$ cat src/rtl/alu8_pkg.sv
`timescale 1ns/1ps
package alu8_pkg;
    localparam int SREG_W = 8;
    localparam int FC = 0;
    localparam int FZ = 1;
    localparam int FN = 2;
    localparam int FV = 3;
    localparam int FS = 4;
    localparam int FH = 5;

    typedef enum logic [4:0] {
        OP_ADD  = 5'd0,  OP_ADC  = 5'd1,  OP_SUB  = 5'd2,  OP_SBC  = 5'd3,
        OP_AND  = 5'd4,  OP_OR   = 5'd5,  OP_XOR  = 5'd6,  OP_COM  = 5'd7,
        OP_NEG  = 5'd8,  OP_INC  = 5'd9,  OP_DEC  = 5'd10, OP_CMP  = 5'd11,
        OP_CPC  = 5'd12, OP_LSL  = 5'd13, OP_LSR  = 5'd14, OP_ROL  = 5'd15,
        OP_ROR  = 5'd16, OP_ASR  = 5'd17, OP_SWAP = 5'd18
    } alu_op_e;

    typedef struct packed {
        logic c;
        logic z;
        logic n;
        logic v;
        logic h;
    } flag_upd_t;
endpackage

$ cat src/rtl/alu8_addsub.sv
`timescale 1ns/1ps
module alu8_addsub #(
    parameter int W = 8
) (
    input  logic [W-1:0] a,
    input  logic [W-1:0] b,
    input  logic         cin,
    input  logic         sub,
    output logic [W-1:0] sum,
    output logic         cout,
    output logic         hc,
    output logic         ovf
);
    localparam int HB = W / 2;

    logic [W-1:0]  b_eff;
    logic          c0;
    logic [W:0]    full;
    logic [HB:0]   low;

    always_comb begin
        b_eff = sub ? ~b : b;
        c0    = sub ? ~cin : cin;
        full  = {1'b0, a} + {1'b0, b_eff} + {{W{1'b0}}, c0};
        low   = {1'b0, a[HB-1:0]} + {1'b0, b_eff[HB-1:0]} + {{HB{1'b0}}, c0};
        sum   = full[W-1:0];
        cout  = full[W] ^ sub;
        hc    = low[HB] ^ sub;
        ovf   = (a[W-1] == b_eff[W-1]) && (full[W-1] != a[W-1]);
    end
endmodule

$ cat src/rtl/alu8_logic.sv
`timescale 1ns/1ps
module alu8_logic #(
    parameter int W = 8
) (
    input  logic [W-1:0] a,
    input  logic [W-1:0] b,
    input  logic [1:0]   fn,
    output logic [W-1:0] r
);
    for (genvar i = 0; i < W; i++) begin : g_bit
        always_comb begin
            case (fn)
                2'd0:    r[i] = a[i] & b[i];
                2'd1:    r[i] = a[i] | b[i];
                2'd2:    r[i] = a[i] ^ b[i];
                default: r[i] = ~a[i];
            endcase
        end
    end
endmodule

$ cat src/rtl/alu8_shift.sv
`timescale 1ns/1ps
module alu8_shift
    import alu8_pkg::*;
#(
    parameter int W = 8
) (
    input  logic [W-1:0] a,
    input  logic         cin,
    input  alu_op_e      sel,
    output logic [W-1:0] r,
    output logic         cout
);
    localparam int HB = W / 2;

    always_comb begin
        r    = a;
        cout = 1'b0;
        case (sel)
            OP_LSL:  begin r = {a[W-2:0], 1'b0};   cout = a[W-1]; end
            OP_LSR:  begin r = {1'b0, a[W-1:1]};   cout = a[0];   end
            OP_ROL:  begin r = {a[W-2:0], cin};    cout = a[W-1]; end
            OP_ROR:  begin r = {cin, a[W-1:1]};    cout = a[0];   end
            OP_ASR:  begin r = {a[W-1], a[W-1:1]}; cout = a[0];   end
            OP_SWAP: begin r = {a[HB-1:0], a[W-1:HB]};            end
            default: begin r = a;                  cout = 1'b0;   end
        endcase
    end
endmodule

$ cat src/rtl/alu8_core.sv
`timescale 1ns/1ps
module alu8_core
    import alu8_pkg::*;
#(
    parameter int DATA_W = 8
) (
    input  logic [4:0]        op_i,
    input  logic [DATA_W-1:0] opa_i,
    input  logic [DATA_W-1:0] opb_i,
    input  logic [SREG_W-1:0] sreg_i,
    output logic [DATA_W-1:0] res_o,
    output logic              res_we_o,
    output logic [SREG_W-1:0] sreg_o
);
    localparam int MSB = DATA_W - 1;

    alu_op_e op;
    assign op = alu_op_e'(op_i);

    logic [DATA_W-1:0] as_a, as_b, as_sum;
    logic              as_cin, as_sub, as_co, as_hc, as_ov;
    logic [1:0]        lg_fn;
    logic [DATA_W-1:0] lg_r, sh_r;
    logic              sh_co;

    always_comb begin
        as_a   = opa_i;
        as_b   = opb_i;
        as_cin = 1'b0;
        as_sub = 1'b0;
        case (op)
            OP_ADC:         as_cin = sreg_i[FC];
            OP_SUB, OP_CMP: as_sub = 1'b1;
            OP_SBC, OP_CPC: begin as_sub = 1'b1; as_cin = sreg_i[FC]; end
            OP_NEG:         begin as_a = '0; as_b = opa_i; as_sub = 1'b1; end
            OP_INC:         as_b = DATA_W'(1);
            OP_DEC:         begin as_b = DATA_W'(1); as_sub = 1'b1; end
            default:        as_cin = 1'b0;
        endcase
        case (op)
            OP_AND:  lg_fn = 2'd0;
            OP_OR:   lg_fn = 2'd1;
            OP_XOR:  lg_fn = 2'd2;
            default: lg_fn = 2'd3;
        endcase
    end

    alu8_addsub #(.W(DATA_W)) u_addsub (
        .a(as_a), .b(as_b), .cin(as_cin), .sub(as_sub),
        .sum(as_sum), .cout(as_co), .hc(as_hc), .ovf(as_ov)
    );

    alu8_logic #(.W(DATA_W)) u_logic (
        .a(opa_i), .b(opb_i), .fn(lg_fn), .r(lg_r)
    );

    alu8_shift #(.W(DATA_W)) u_shift (
        .a(opa_i), .cin(sreg_i[FC]), .sel(op), .r(sh_r), .cout(sh_co)
    );

    flag_upd_t upd;
    logic      c_new, v_new, h_new, z_chain, z_new;

    always_comb begin
        res_o    = opa_i;
        res_we_o = 1'b1;
        upd      = '0;
        c_new    = 1'b0;
        v_new    = 1'b0;
        h_new    = 1'b0;
        z_chain  = 1'b0;
        unique case (op)
            OP_ADD, OP_ADC, OP_SUB, OP_SBC, OP_NEG, OP_CMP, OP_CPC: begin
                res_o    = as_sum;
                c_new    = as_co;
                v_new    = as_ov;
                h_new    = as_hc;
                upd      = '{c: 1'b1, z: 1'b1, n: 1'b1, v: 1'b1, h: 1'b1};
                z_chain  = (op == OP_SBC) || (op == OP_CPC);
                res_we_o = !((op == OP_CMP) || (op == OP_CPC));
            end
            OP_AND, OP_OR, OP_XOR: begin
                res_o = lg_r;
                upd   = '{c: 1'b0, z: 1'b1, n: 1'b1, v: 1'b1, h: 1'b0};
            end
            OP_COM: begin
                res_o = lg_r;
                c_new = 1'b1;
                upd   = '{c: 1'b1, z: 1'b1, n: 1'b1, v: 1'b1, h: 1'b0};
            end
            OP_INC, OP_DEC: begin
                res_o = as_sum;
                v_new = as_ov;
                upd   = '{c: 1'b0, z: 1'b1, n: 1'b1, v: 1'b1, h: 1'b0};
            end
            OP_LSL, OP_LSR, OP_ROL, OP_ROR, OP_ASR: begin
                res_o = sh_r;
                c_new = sh_co;
                v_new = sh_r[MSB] ^ sh_co;
                upd   = '{c: 1'b1, z: 1'b1, n: 1'b1, v: 1'b1, h: 1'b0};
            end
            OP_SWAP: res_o = sh_r;
            default: res_we_o = 1'b0;
        endcase

        z_new  = (res_o == '0) && (!z_chain || sreg_i[FZ]);
        sreg_o = sreg_i;
        if (upd.c) sreg_o[FC] = c_new;
        if (upd.z) sreg_o[FZ] = z_new;
        if (upd.n) sreg_o[FN] = res_o[MSB];
        if (upd.v) sreg_o[FV] = v_new;
        if (upd.h) sreg_o[FH] = h_new;
        if (upd.n || upd.v) sreg_o[FS] = sreg_o[FN] ^ sreg_o[FV];
    end
endmodule

$ cat config.mk
export PLATFORM = sky130hd
export DESIGN_NAME = alu8_core
export DESIGN_NICKNAME = d
export VERILOG_FILES = /design/src/rtl/alu8_pkg.sv /design/src/rtl/alu8_addsub.sv /design/src/rtl/alu8_logic.sv /design/src/rtl/alu8_shift.sv /design/src/rtl/alu8_core.sv
export SDC_FILE = /design/constraint.sdc
export NUM_CORES = 1
export LEC_CHECK = 0
export ABC_AREA = 1
export BUFFER_PORTS_ARGS = -buffer_cell sky130_fd_sc_hd__clkbuf_2
export CORE_ASPECT_RATIO = 2
export CORE_MARGIN = 2
export CORE_UTILIZATION = 39
export DETAILED_ROUTE_END_ITERATION = 7
export PLACE_DENSITY = 0.74
export SLEW_MARGIN = 25
export SYNTH_ARGS = -nofsm -noshare
export SYNTH_HDL_FRONTEND = slang
export SYNTH_SLANG_ARGS = --single-unit
$ cat constraint.sdc
create_clock -name vclk -period 3.25
set_clock_uncertainty 0.2 [all_clocks]
set_input_delay 0.325 -clock vclk [all_inputs]
set_output_delay 0.325 -clock vclk [all_outputs]
set_load 0.005 [all_outputs]
# Word level (Yosys, flattened, before mapping)
# Cells that the tools add are included.
# word_totals
ff_bits	0
in_bits	29
out_inout_bits	17
elab_cells	118
# classes
add_sub_neg	4
n_eq_ne	22
mux	30
bitwise	38
n_reduce_logical	24
# ops
operator	count
8-bit case mux with 6 select lines	1
5-bit by 4-bit == test with 1-bit output, second input constant	8
1-bit case mux with 3 select lines	9
8-bit case mux with 3 select lines	1
5-bit by 3-bit == test with 1-bit output, second input constant	4
6-bit OR reduction	3
8-bit two-way mux	2
8-bit case mux with 2 select lines	1
5-bit == test, second input constant	3
5-bit case mux with 3 select lines	1
12-bit OR reduction	1
1-bit XOR	12
1-bit two-way mux	11
5-bit by 2-bit == test with 1-bit output, second input constant	2
5-bit OR reduction	2
8-bit by 8-bit adder with 9-bit output	1
9-bit by 1-bit adder with 9-bit output	1
1-bit inverter	9
9-bit OR reduction	1
1-bit AND	8
8-bit zero test	1
8-bit inverter	1
1-bit OR	8
7-bit OR reduction	1
17 further kinds	26

# Logic depth before layout (Yosys ltp)
# Gate-level depths: netlist (run 1).
# logic_depth
ltp_word	13
mapped_depth	22
mapped_depth_nobuf	21

# Modules after synthesis
# From an unflattened synthesis (run 1), not the netlist that was laid out.
# hier_totals
hier_cells	430
area_unflattened_um2	2359.8
# modules_own_cells
module	n_inst	cells_each	area_per_inst_um2
alu8_core	1	181	888.4
alu8_logic	1	86	560.5
alu8_addsub	1	77	493.0
alu8_shift	1	86	417.9

# Least setup slack after synthesis (run 1)
# No wires, ideal clock.
# synth_timing
path_kind	input port to output port
startpoint	input op_i[0]
endpoint	output sreg_o[1]
arrival_time_ps	3019
required_ps	2725
slack_ps	-294
path_stages	18
path_cell_list	nor2_2 nand2_1 nor2_1 inv_1 o2111ai_1 buf_4 xnor2_1 fa_1 fa_1 nand2_1 nand3_1 xnor2_1 inv_1 a21oi_1 nand3_1 nor2_1 nand2_1 a21oi_1
# synth_between
elab_chain_len	11
# synth_rtl
item	line	rtl
start, declared	alu8_core.sv:7	input logic [4:0] op_i,
5-bit by 4-bit == test with 1-bit output	alu8_core.sv:31, alu8_core.sv:72	
2-bit OR reduction (no source line)	--	
8-bit case mux with 2 select lines	alu8_core.sv:31	case (op)
8-bit inverter	alu8_addsub.sv:22	b_eff = sub ? ~b : b;
8-bit two-way mux	alu8_addsub.sv:22	
8-bit by 8-bit adder with 9-bit output	alu8_addsub.sv:24	full = {1'b0, a} + {1'b0, b_eff} + {{W{1'b0}}, c0};
9-bit by 1-bit adder with 9-bit output	alu8_addsub.sv:24	
8-bit case mux with 3 select lines *	alu8_core.sv:72	unique case (op)
via res_o[4]	alu8_core.sv:11	output logic [DATA_W-1:0] res_o,
8-bit zero test *	alu8_core.sv:106	z_new = (res_o == '0) && (!z_chain || sreg_i[FZ]);
1-bit logical AND *	alu8_core.sv:106	
1-bit two-way mux *	alu8_core.sv:109	if (upd.z) sreg_o[FZ] = z_new;
end, declared	alu8_core.sv:13	output logic [SREG_W-1:0] sreg_o
# Mark *: on every way through the listed nets, which the timed path passes. The rest lies on a longest branch.

# Final worst setup path (run 1)
# layout_timing
startpoint	input op_i[3]
endpoint	output sreg_o[1]
# layout_between
elab_chain_len	11
# layout_rtl
item	line
5-bit by 4-bit == test with 1-bit output	alu8_core.sv:31, alu8_core.sv:72
2-bit OR reduction (no source line)	--
8-bit case mux with 2 select lines	alu8_core.sv:31
8-bit inverter	alu8_addsub.sv:22
8-bit two-way mux	alu8_addsub.sv:22
8-bit by 8-bit adder with 9-bit output	alu8_addsub.sv:24
9-bit by 1-bit adder with 9-bit output	alu8_addsub.sv:24
8-bit case mux with 3 select lines	alu8_core.sv:72
8-bit zero test	alu8_core.sv:106
1-bit logical AND	alu8_core.sv:106
1-bit two-way mux *	alu8_core.sv:109
# Mark *: on every way between the ends. The rest lies on a longest branch, timed or not.

==> results of run 1 <==
metrics by stage:
step | hold WS, ns | setup WS [ns] | total power, mW | cell area (µm²) | util (%)
detailed placement | 0.450 | -0.531 | 0.518 | 2670 | 55.5
floorplan | 0.531 | -0.00463 | 0.295 | 1980 | -
CTS | 0.450 | -0.391 | 0.598 | 2990 | 62.0
global route | 0.450 | -0.570 | 0.777 | 3280 | 68.0
finish | 0.450 | -0.389 | 0.721 | 3280 | 68.0
global placement | 0.450 | -0.465 | 0.508 | 2670 | 55.5
critical path: cells and delay by family:
family / cells / cell delay, ns
xor gates and xnor gates: 1 / 0.17
buffers and inverters: 9 / 0.88
adders and majority gates: 1 / 0.35
AOI/OAI and AO/OA: 2 / 0.18
and+or+nand+nor: 14 / 1.21
cells in the final DEF (no fill, tap or decap), types with 2 or more instances in the layout:
cell type and n:
nor3_4 2, nand3_4 4, ha_4 2, a21oi_1 7, nor2_2 9, nand2_1 93
buf_8 3, o21ai_2 2, nor2_1 50, a21oi_2 4, nand3_1 17, buf_6 12
nor2_4 10, nand2_4 3, o22ai_1 7, xor2_1 11, inv_1 46, nand3_2 10
fa_2 2, buf_4 62, nand2_2 22, ha_1 21, buf_2 2, clkbuf_2 35
xnor2_2 3, inv_2 7, o21ai_1 4, o21ai_0 6, o22ai_2 4, inv_4 2
nand4_1 4
worst max path at each step:
stage                           end  slack, ns  cells after the start
final                     sreg_o[1]      -0.39                     27
after global routing      sreg_o[1]      -0.57                     26
after CTS                 sreg_o[1]      -0.39                     22
after detailed placement  sreg_o[1]      -0.53                     20
after global placement    sreg_o[1]      -0.47                     21
after floorplan           sreg_o[1]     -0.005                     17
cell type report:
class | count | area (µm²)
inverter | 57 | 226
tap | 57 | 71.3
fill | 425 | 1540
timing repair buffer | 115 | 856
multi-input combinational | 311 | 2120
power by group through the flow:
stage | clock, mW | sequential (mW) | combinational (mW)
2_1_floorplan | 0 | 0 | 0.295
4_1_cts | 0 | 0 | 0.598
3_5_place_dp | 0 | 0 | 0.518
5_1_grt | 0 | 0 | 0.777
6_report | 0 | 0 | 0.721
3_3_place_gp | 0 | 0 | 0.508
logic make-up (layout without fill, tap and decap cells):
family,Yosys count,in the layout,synth area share [%]
XOR/XNOR,16,16,7.22
adder cells (fa/ha/maj),25,25,16.9
AO/OA/AOI/OAI,43,43,13.1
buffers and inverters,60,172,12.2
AND/OR/NAND/NOR,227,227,50.6
metal layers:
layer / routed length [µm] / GRT usage [%]
met3: 484 / 3.75
met4: 744 / 24.2
met5: 0 / 0
met2: 4800 / 55.8
met1: 2880 / 28.3
timing repair:
item / CTS / global route
buffers inserted: 9 / 5
resized for setup: 61 / 61
pin swaps: 42 / 45
setup endpoints to repair: 13 / 13
==> impl_metrics.py, run 1 <==
metrics = {
    "status": {
        "status": "finished, violations left",
        "failed_checks": "negative setup slack",
    },
    "critical_path": {
        "arrival_ns": 3.11,
        "crit_required_ns": 2.72,
        "crit_fanout": 4,
        "cp_slowest_stage_delay_ns": 0.35,
        "startpoint": "op_i[3]",
        "start_kind": "input pin",
        "critical_path_class": "input pin to output port",
        "slowest_stage": "ha_1",
        "end_kind": "output port",
    },
    "timing": {
        "finalSetupViolCount": 10,
        "timing.final.crit_share_pct": 112,
        "rsz0062_at_grt": "yes",
        "maxSlewViolCount": 0,
        "min_period_ns": 3.64,
        "fmax_mhz": 275,
        "fin_ws_ns": -0.389,
        "hold_viol": 0,
        "worst_pin_slew_ns": 0.693,
        "setup-tns-final_ns": -2.46,
        "slew_headroom_pct": 53.6,
    },
    "drt": {
        "num_vias": 3016,
        "antenna_left": 0,
        "wire_per_inst_um": 16.5,
        "drt_iter0_drc": 139,
        "routed_wl_um": 8910,
        "drt_drc_violations_left": 0,
        "vias_per_cell": 5.59,
        "drt-pass1-iter-count": 4,
    },
    "floorplan": {
        "start_util_pct": 40.3,
        "core_area_mm2": 0.00482,
        "die_w_um": 53.9,
        "die_y_um": 104,
        "dieArea_mm2": 0.00559,
        "io_pins": 46,
        "rows": 36,
    },
    "min_path": {
        "hp-class": "input pin to output port",
        "hold_end": "sreg_o[6]",
        "hp-start": "sreg_i[6]",
        "whs_path_depth": 0,
    },
    "clock_tree": {
        "hold_buffers": 0,
    },
    "yosys": {
        "synth_cell_types": 32,
        "synthTopCellsByArea": "nand2_1, ha_1, nor2_1, inv_1, nand3_1",
        "synth_nets": 425,
        "synth_area_mm2": 0.00194,
        "synth-seq-area-share_pct": 0,
        "yosysTopAreaCellShare_pct": 22.2,
        "avgSynthCellArea_um2": 5.23,
        "synth_cells": 371,
        "ys_warn_count": 0,
        "yosysTopAreaCell": "nand2_1",
        "synth_common_cells": "nand2_1, nor2_1, inv_1, nand3_1, ha_1",
        "synth.most_common_cell": "nand2_1",
    },
    "global_routing": {
        "first_global_vias": 3010,
        "antenna_found_initial": 0,
        "grt_pass1_wl_um": 13300,
        "track_usage_pct": 31.0,
        "grt-ovfl-total": 0,
        "grt_max_degree": 11,
    },
    "final_layout": {
        "antennaDiodeCount": 0,
        "drive_gt1_share_pct": 43.3,
        "area_growth_syn_to_layout_pct": 68.7,
        "nets": 539,
        "regArea_um2": 0,
        "clkbuf_count": 0,
        "stdcell_count": 540,
        "seq_cells": 0,
    },
    "pwr": {
        "p_switching_uw": 389,
        "power_frac_seq_pct": 0,
        "worst_ir_drop_vdd_v": 0.000201,
        "power_frac_comb_pct": 100.0,
        "p_per_area_mw_per_mm2": 220,
        "swShare_pct": 54.0,
        "pwr-share-clk_pct": 0,
        "intPower_uw": 332,
        "p_leak_nw": 1.83,
    },
    "place": {
        "dp.cells": 526,
        "port_buffers": 42,
        "hpwl_um": 6400,
        "gp_congestion": 0.957,
    },
    "run": {
        "maxCapViolCount": 0,
    },
}
(Power assumes the default switching activity.)
==> run 2: changes to the inputs <==
- PLACE_DENSITY: 0.74 -> 0.72
- clock period: 3.25 -> 4.2 ns (I/O delays scaled with it)
==> impl_metrics.py, run 2 (same netlist as run 1, synthesis figures left out) <==
metrics = {
    "clock_tree": {
        "hold_buffers": 0,
    },
    "global_routing": {
        "antenna_found_initial": 0,
        "first_global_vias": 2447,
        "grt_pass1_wl_um": 11000,
        "grt_max_degree": 11,
        "grt-ovfl-total": 0,
        "track_usage_pct": 26.1,
    },
    "final_layout": {
        "nets": 479,
        "regArea_um2": 0,
        "antennaDiodeCount": 0,
        "finalInstanceArea_mm2": 0.00240,
        "drive_gt1_share_pct": 21.5,
        "seq_cells": 0,
        "area_growth_syn_to_layout_pct": 23.6,
        "layout_commonest_cell": "nand2_1",
        "clkbuf_count": 0,
        "stdcell_count": 480,
        "final.fill_count": 542,
        "final_cell_mix": "nand2_1, nor2_1, inv_1",
    },
    "place": {
        "hpwl_um": 5920,
        "dp.cells": 477,
        "dp_slack_ns": 0.0285,
        "port_buffers": 42,
        "dpl_cell_area_mm2": 0.00228,
        "gp_congestion": 0.983,
    },
    "floorplan": {
        "core_area_mm2": 0.00482,
        "dieArea_mm2": 0.00559,
        "start_util_pct": 40.3,
        "rows": 36,
        "die_w_um": 53.9,
        "io_pins": 46,
        "die_y_um": 104,
    },
    "pwr": {
        "intPower_uw": 140,
        "power_frac_seq_pct": 0,
        "power_frac_comb_pct": 100.0,
        "p_per_area_mw_per_mm2": 148,
        "pwr-share-clk_pct": 0,
        "p_switching_uw": 216,
        "p_leak_nw": 1.42,
        "worst_ir_drop_vdd_v": 0.0000928,
        "swShare_pct": 60.8,
    },
    "timing": {
        "maxSlewViolCount": 0,
        "worst_pin_slew_ns": 0.734,
        "timing.final.crit_share_pct": 94.5,
        "finalSetupViolCount": 0,
        "hold_viol": 0,
        "fmax_mhz": 252,
        "min_period_ns": 3.97,
        "slew_headroom_pct": 50.9,
        "fin_ws_ns": 0.232,
    },
    "drt": {
        "wire_per_inst_um": 14.9,
        "drt_iter0_drc": 79,
        "vias_per_cell": 5.45,
        "num_vias": 2617,
        "drt-pass1-iter-count": 5,
        "antenna_left": 0,
        "drt_drc_violations_left": 0,
        "routed_wl_um": 7140,
    },
    "critical_path": {
        "crit_fanout": 7,
        "start_kind": "input pin",
        "crit_required_ns": 3.58,
        "path_common_cell": "nand2_1",
        "end_kind": "output port",
        "critical_path_class": "input pin to output port",
        "arrival_ns": 3.35,
        "slowest_stage": "fa_2",
        "startpoint": "op_i[0]",
        "crit_path_cell_trace": "clkbuf_4 > nor2_4 > nand2_1 > nor2_2 > inv_2 > o31ai_4 > o21ai_2 > xnor2_1 > fa_2 > fa_2 > nand2_1 > nand3_2 > xnor2_2 > inv_1 > a21oi_1 > nand3_1 > nor2_1 > nand2_1 > a21oi_1 > clkbuf_2",
        "cp_slowest_stage_delay_ns": 0.44,
    },
    "min_path": {
        "hp-class": "input pin to output port",
        "whs_path_depth": 0,
        "hp-start": "sreg_i[6]",
        "hold_end": "sreg_o[6]",
    },
    "run": {
        "maxCapViolCount": 0,
    },
    "status": {
        "status": "finished, final reports clean",
    },
}
run 2: metrics by stage:
step	hold WS [ns]	TNS [ns]	total power [mW]	utilization, %
2_1_floorplan	0.721	0	0.224	-
3_3_place_gp	0.640	0	0.332	47.2
3_5_place_dp	0.640	0	0.335	47.2
4_1_cts	0.640	0	0.337	47.2
5_1_grt	0.640	-0.0556	0.401	49.8
6_report	0.640	0	0.356	49.8
run 2: worst max-delay path: cells and delay by family:
| family | cells | cell delay, ns |
|---|---|---|
| compound gates | 4 | 0.44 |
| simple gates | 8 | 0.90 |
| fa+ha+maj | 2 | 0.84 |
| buf+inv | 4 | 0.44 |
| xor+xnor | 2 | 0.32 |
run 2: final cells by class:
type / count / area (µm²) / share of cell area (%)
Multi-Input combinational cell: 311 / 1800 / 75.0
Timing Repair Buffer: 55 / 313 / 13.0
Inverter: 57 / 216 / 9.02
Tap cell: 57 / 71.3 / 2.97
run 2: how the worst max path moves through the flow:
stage | to | slack [ns] | cells past startpoint
5_1_grt | sreg_o[1] | -0.06 | 20
3_5_place_dp | sreg_o[1] | 0.03 | 20
2_1_floorplan | sreg_o[1] | 0.47 | 18
6_report | sreg_o[1] | 0.23 | 20
3_3_place_gp | sreg_o[1] | 0.06 | 20
4_1_cts | sreg_o[1] | 0.02 | 20
run 2: timing repair:
item	4_1_cts	5_1_grt
endpoints found under the setup margin	0	4
hold endpoints to repair	0	0
resized for setup	0	27
buffers inserted	0	3
run 2: power groups by stage:
| stage | sequential, mW | clock [mW] | combinational (mW) |
|---|---|---|---|
| finish | 0 | 0 | 0.356 |
| global route | 0 | 0 | 0.401 |
| CTS | 0 | 0 | 0.337 |
| detailed placement | 0 | 0 | 0.335 |
| global placement | 0 | 0 | 0.332 |
| floorplan | 0 | 0 | 0.224 |
run 2: layer usage:
metal / global-route usage (%) / wire length [µm] / vias up
li1: - / - / 1290
met5: 0 / 0 / -
met4: 21.6 / 720 / 0
met2: 46.9 / 3650 / 119
met3: 0.576 / 344 / 48
met1: 24.9 / 2430 / 1160
==> run 3: changes to the inputs <==
- BUFFER_PORTS_ARGS: -buffer_cell sky130_fd_sc_hd__clkbuf_2 -> -buffer_cell sky130_fd_sc_hd__buf_2
==> impl_metrics.py, run 3 (same netlist as run 1, synthesis figures left out) <==
metrics = {
    "floorplan": {
        "io_pins": 46,
        "die_y_um": 104,
        "core_area_mm2": 0.00482,
        "die_w_um": 53.9,
        "rows": 36,
        "dieArea_mm2": 0.00559,
        "start_util_pct": 40.3,
    },
    "final_layout": {
        "nets": 476,
        "regArea_um2": 0,
        "multi_input_area_mm2": 0.00174,
        "final.fill_count": 545,
        "final_util_pct": 48.0,
        "drive_gt1_share_pct": 18.3,
        "antennaDiodeCount": 0,
        "final_cell_mix": "nand2_1, nor2_1, inv_1",
        "seq_cells": 0,
        "area_growth_syn_to_layout_pct": 19.1,
        "clkbuf_count": 0,
        "layout_commonest_cell": "nand2_1",
    },
    "global_routing": {
        "grt_max_degree": 11,
        "track_usage_pct": 26.1,
        "antenna_found_initial": 0,
        "grt_pass1_wl_um": 11200,
        "grt-ovfl-total": 0,
        "first_global_vias": 2519,
    },
    "drt": {
        "vias_per_cell": 5.45,
        "top_layer": "met4",
        "wl_met1_um": 2280,
        "drt-pass1-iter-count": 6,
        "wire_per_inst_um": 14.5,
        "num_vias": 2600,
        "drt_iter0_drc": 82,
        "drt_drc_violations_left": 0,
        "antenna_left": 0,
        "routed_wl_um": 6930,
        "dr_wl_met3_um": 392,
        "wl_met2_um": 3590,
    },
    "critical_path": {
        "crit_required_ns": 3.58,
        "critical_path_class": "input pin to output port",
        "crit_fanout": 7,
        "arrival_ns": 3.31,
        "start_kind": "input pin",
        "end_kind": "output port",
    },
    "timing": {
        "finalSetupViolCount": 0,
        "worst_pin_slew_ns": 0.714,
        "setup-tns-final_ns": 0,
        "hold_viol": 0,
        "slew_headroom_pct": 52.2,
        "maxSlewViolCount": 0,
        "fmax_mhz": 254,
        "hold_slack_ns": 0.640,
        "min_period_ns": 3.93,
        "timing.final.crit_share_pct": 93.7,
    },
    "pwr": {
        "p_per_area_mw_per_mm2": 148,
        "worst_ir_drop_vdd_v": 0.0000958,
        "power_uw": 343,
        "p_leak_nw": 1.38,
    },
    "place": {
        "hpwl_um": 5810,
        "port_buffers": 42,
        "gp_congestion": 0.970,
    },
    "clock_tree": {
        "ctsResizeCount": 0,
        "hold_buffers": 0,
        "post-cts-setup-buffers": 0,
    },
    "min_path": {
        "hp-class": "input pin to output port",
    },
    "run": {
        "maxCapViolCount": 0,
    },
    "status": {
        "status": "finished, final reports clean",
    },
}
[run 3: cell types whose count changed in the layout (fill, tap and decap cells not counted), moves of 2 or more]
cell | before | now
buf_2 | 0 | 42
buf_4 | 13 | 10
clkbuf_2 | 40 | 0
clkbuf_4 | 2 | 0
nand3_1 | 26 | 28
nand3_2 | 5 | 3
nor2_1 | 57 | 61
nor2_2 | 7 | 4
[run 3: cell type report]
| class | instances | share of cell area, % |
|---|---|---|
| inverters | 57 | 9.25 |
| multi-input cells | 311 | 75.3 |
| well taps | 57 | 3.08 |
| repair buffers | 52 | 12.3 |
[run 3: path summary, 6_finish.rpt]
kind / start / endpoint / slack, ns / cells past startpoint
worst max-delay path: op_i[0] / sreg_o[1] / 0.27 / 20
worst min-delay path: sreg_i[6] / sreg_o[6] / 0.64 / 0
[run 3: layer usage]
layer  up-vias  global-route usage (%)
li1       1284                       -
met1      1139                    25.6
met2       125                    46.4
met3        52                    1.59
met4         0                    20.1
met5         -                       0
[run 3: per-stage QoR]
stage / instance area [µm²] / std cells / setup slack (ns)
2_1_floorplan: 1940 / 371 / 0.466
3_3_place_gp: 2280 / 477 / 0.123
3_5_place_dp: 2280 / 477 / 0.0736
4_1_cts: 2280 / 477 / 0.0526
5_1_grt: 2310 / 477 / -0.00148
6_report: 2310 / 477 / 0.266
[run 3: power breakdown]
group          total, mW  switching [mW]  leakage [nW]  internal, mW
Combinational      0.343           0.209          1.38         0.133
Sequential             0               0             0             0
Clock                  0               0             0             0
[run 3: worst max-delay path, cell delays in order]
cell	delay, ns
buf_2	0.17
nor2_2	0.16
nand2_1	0.08
nor2_1	0.13
inv_1	0.11
o31ai_2	0.10
o21ai_1	0.13
xnor2_1	0.15
fa_2	0.39
fa_2	0.37
nand2_1	0.08
nand3_1	0.11
xnor2_1	0.16
inv_1	0.05
a21oi_1	0.13
nand3_1	0.12
nor2_1	0.11
nand2_1	0.08
a21oi_1	0.13
buf_2	0.12
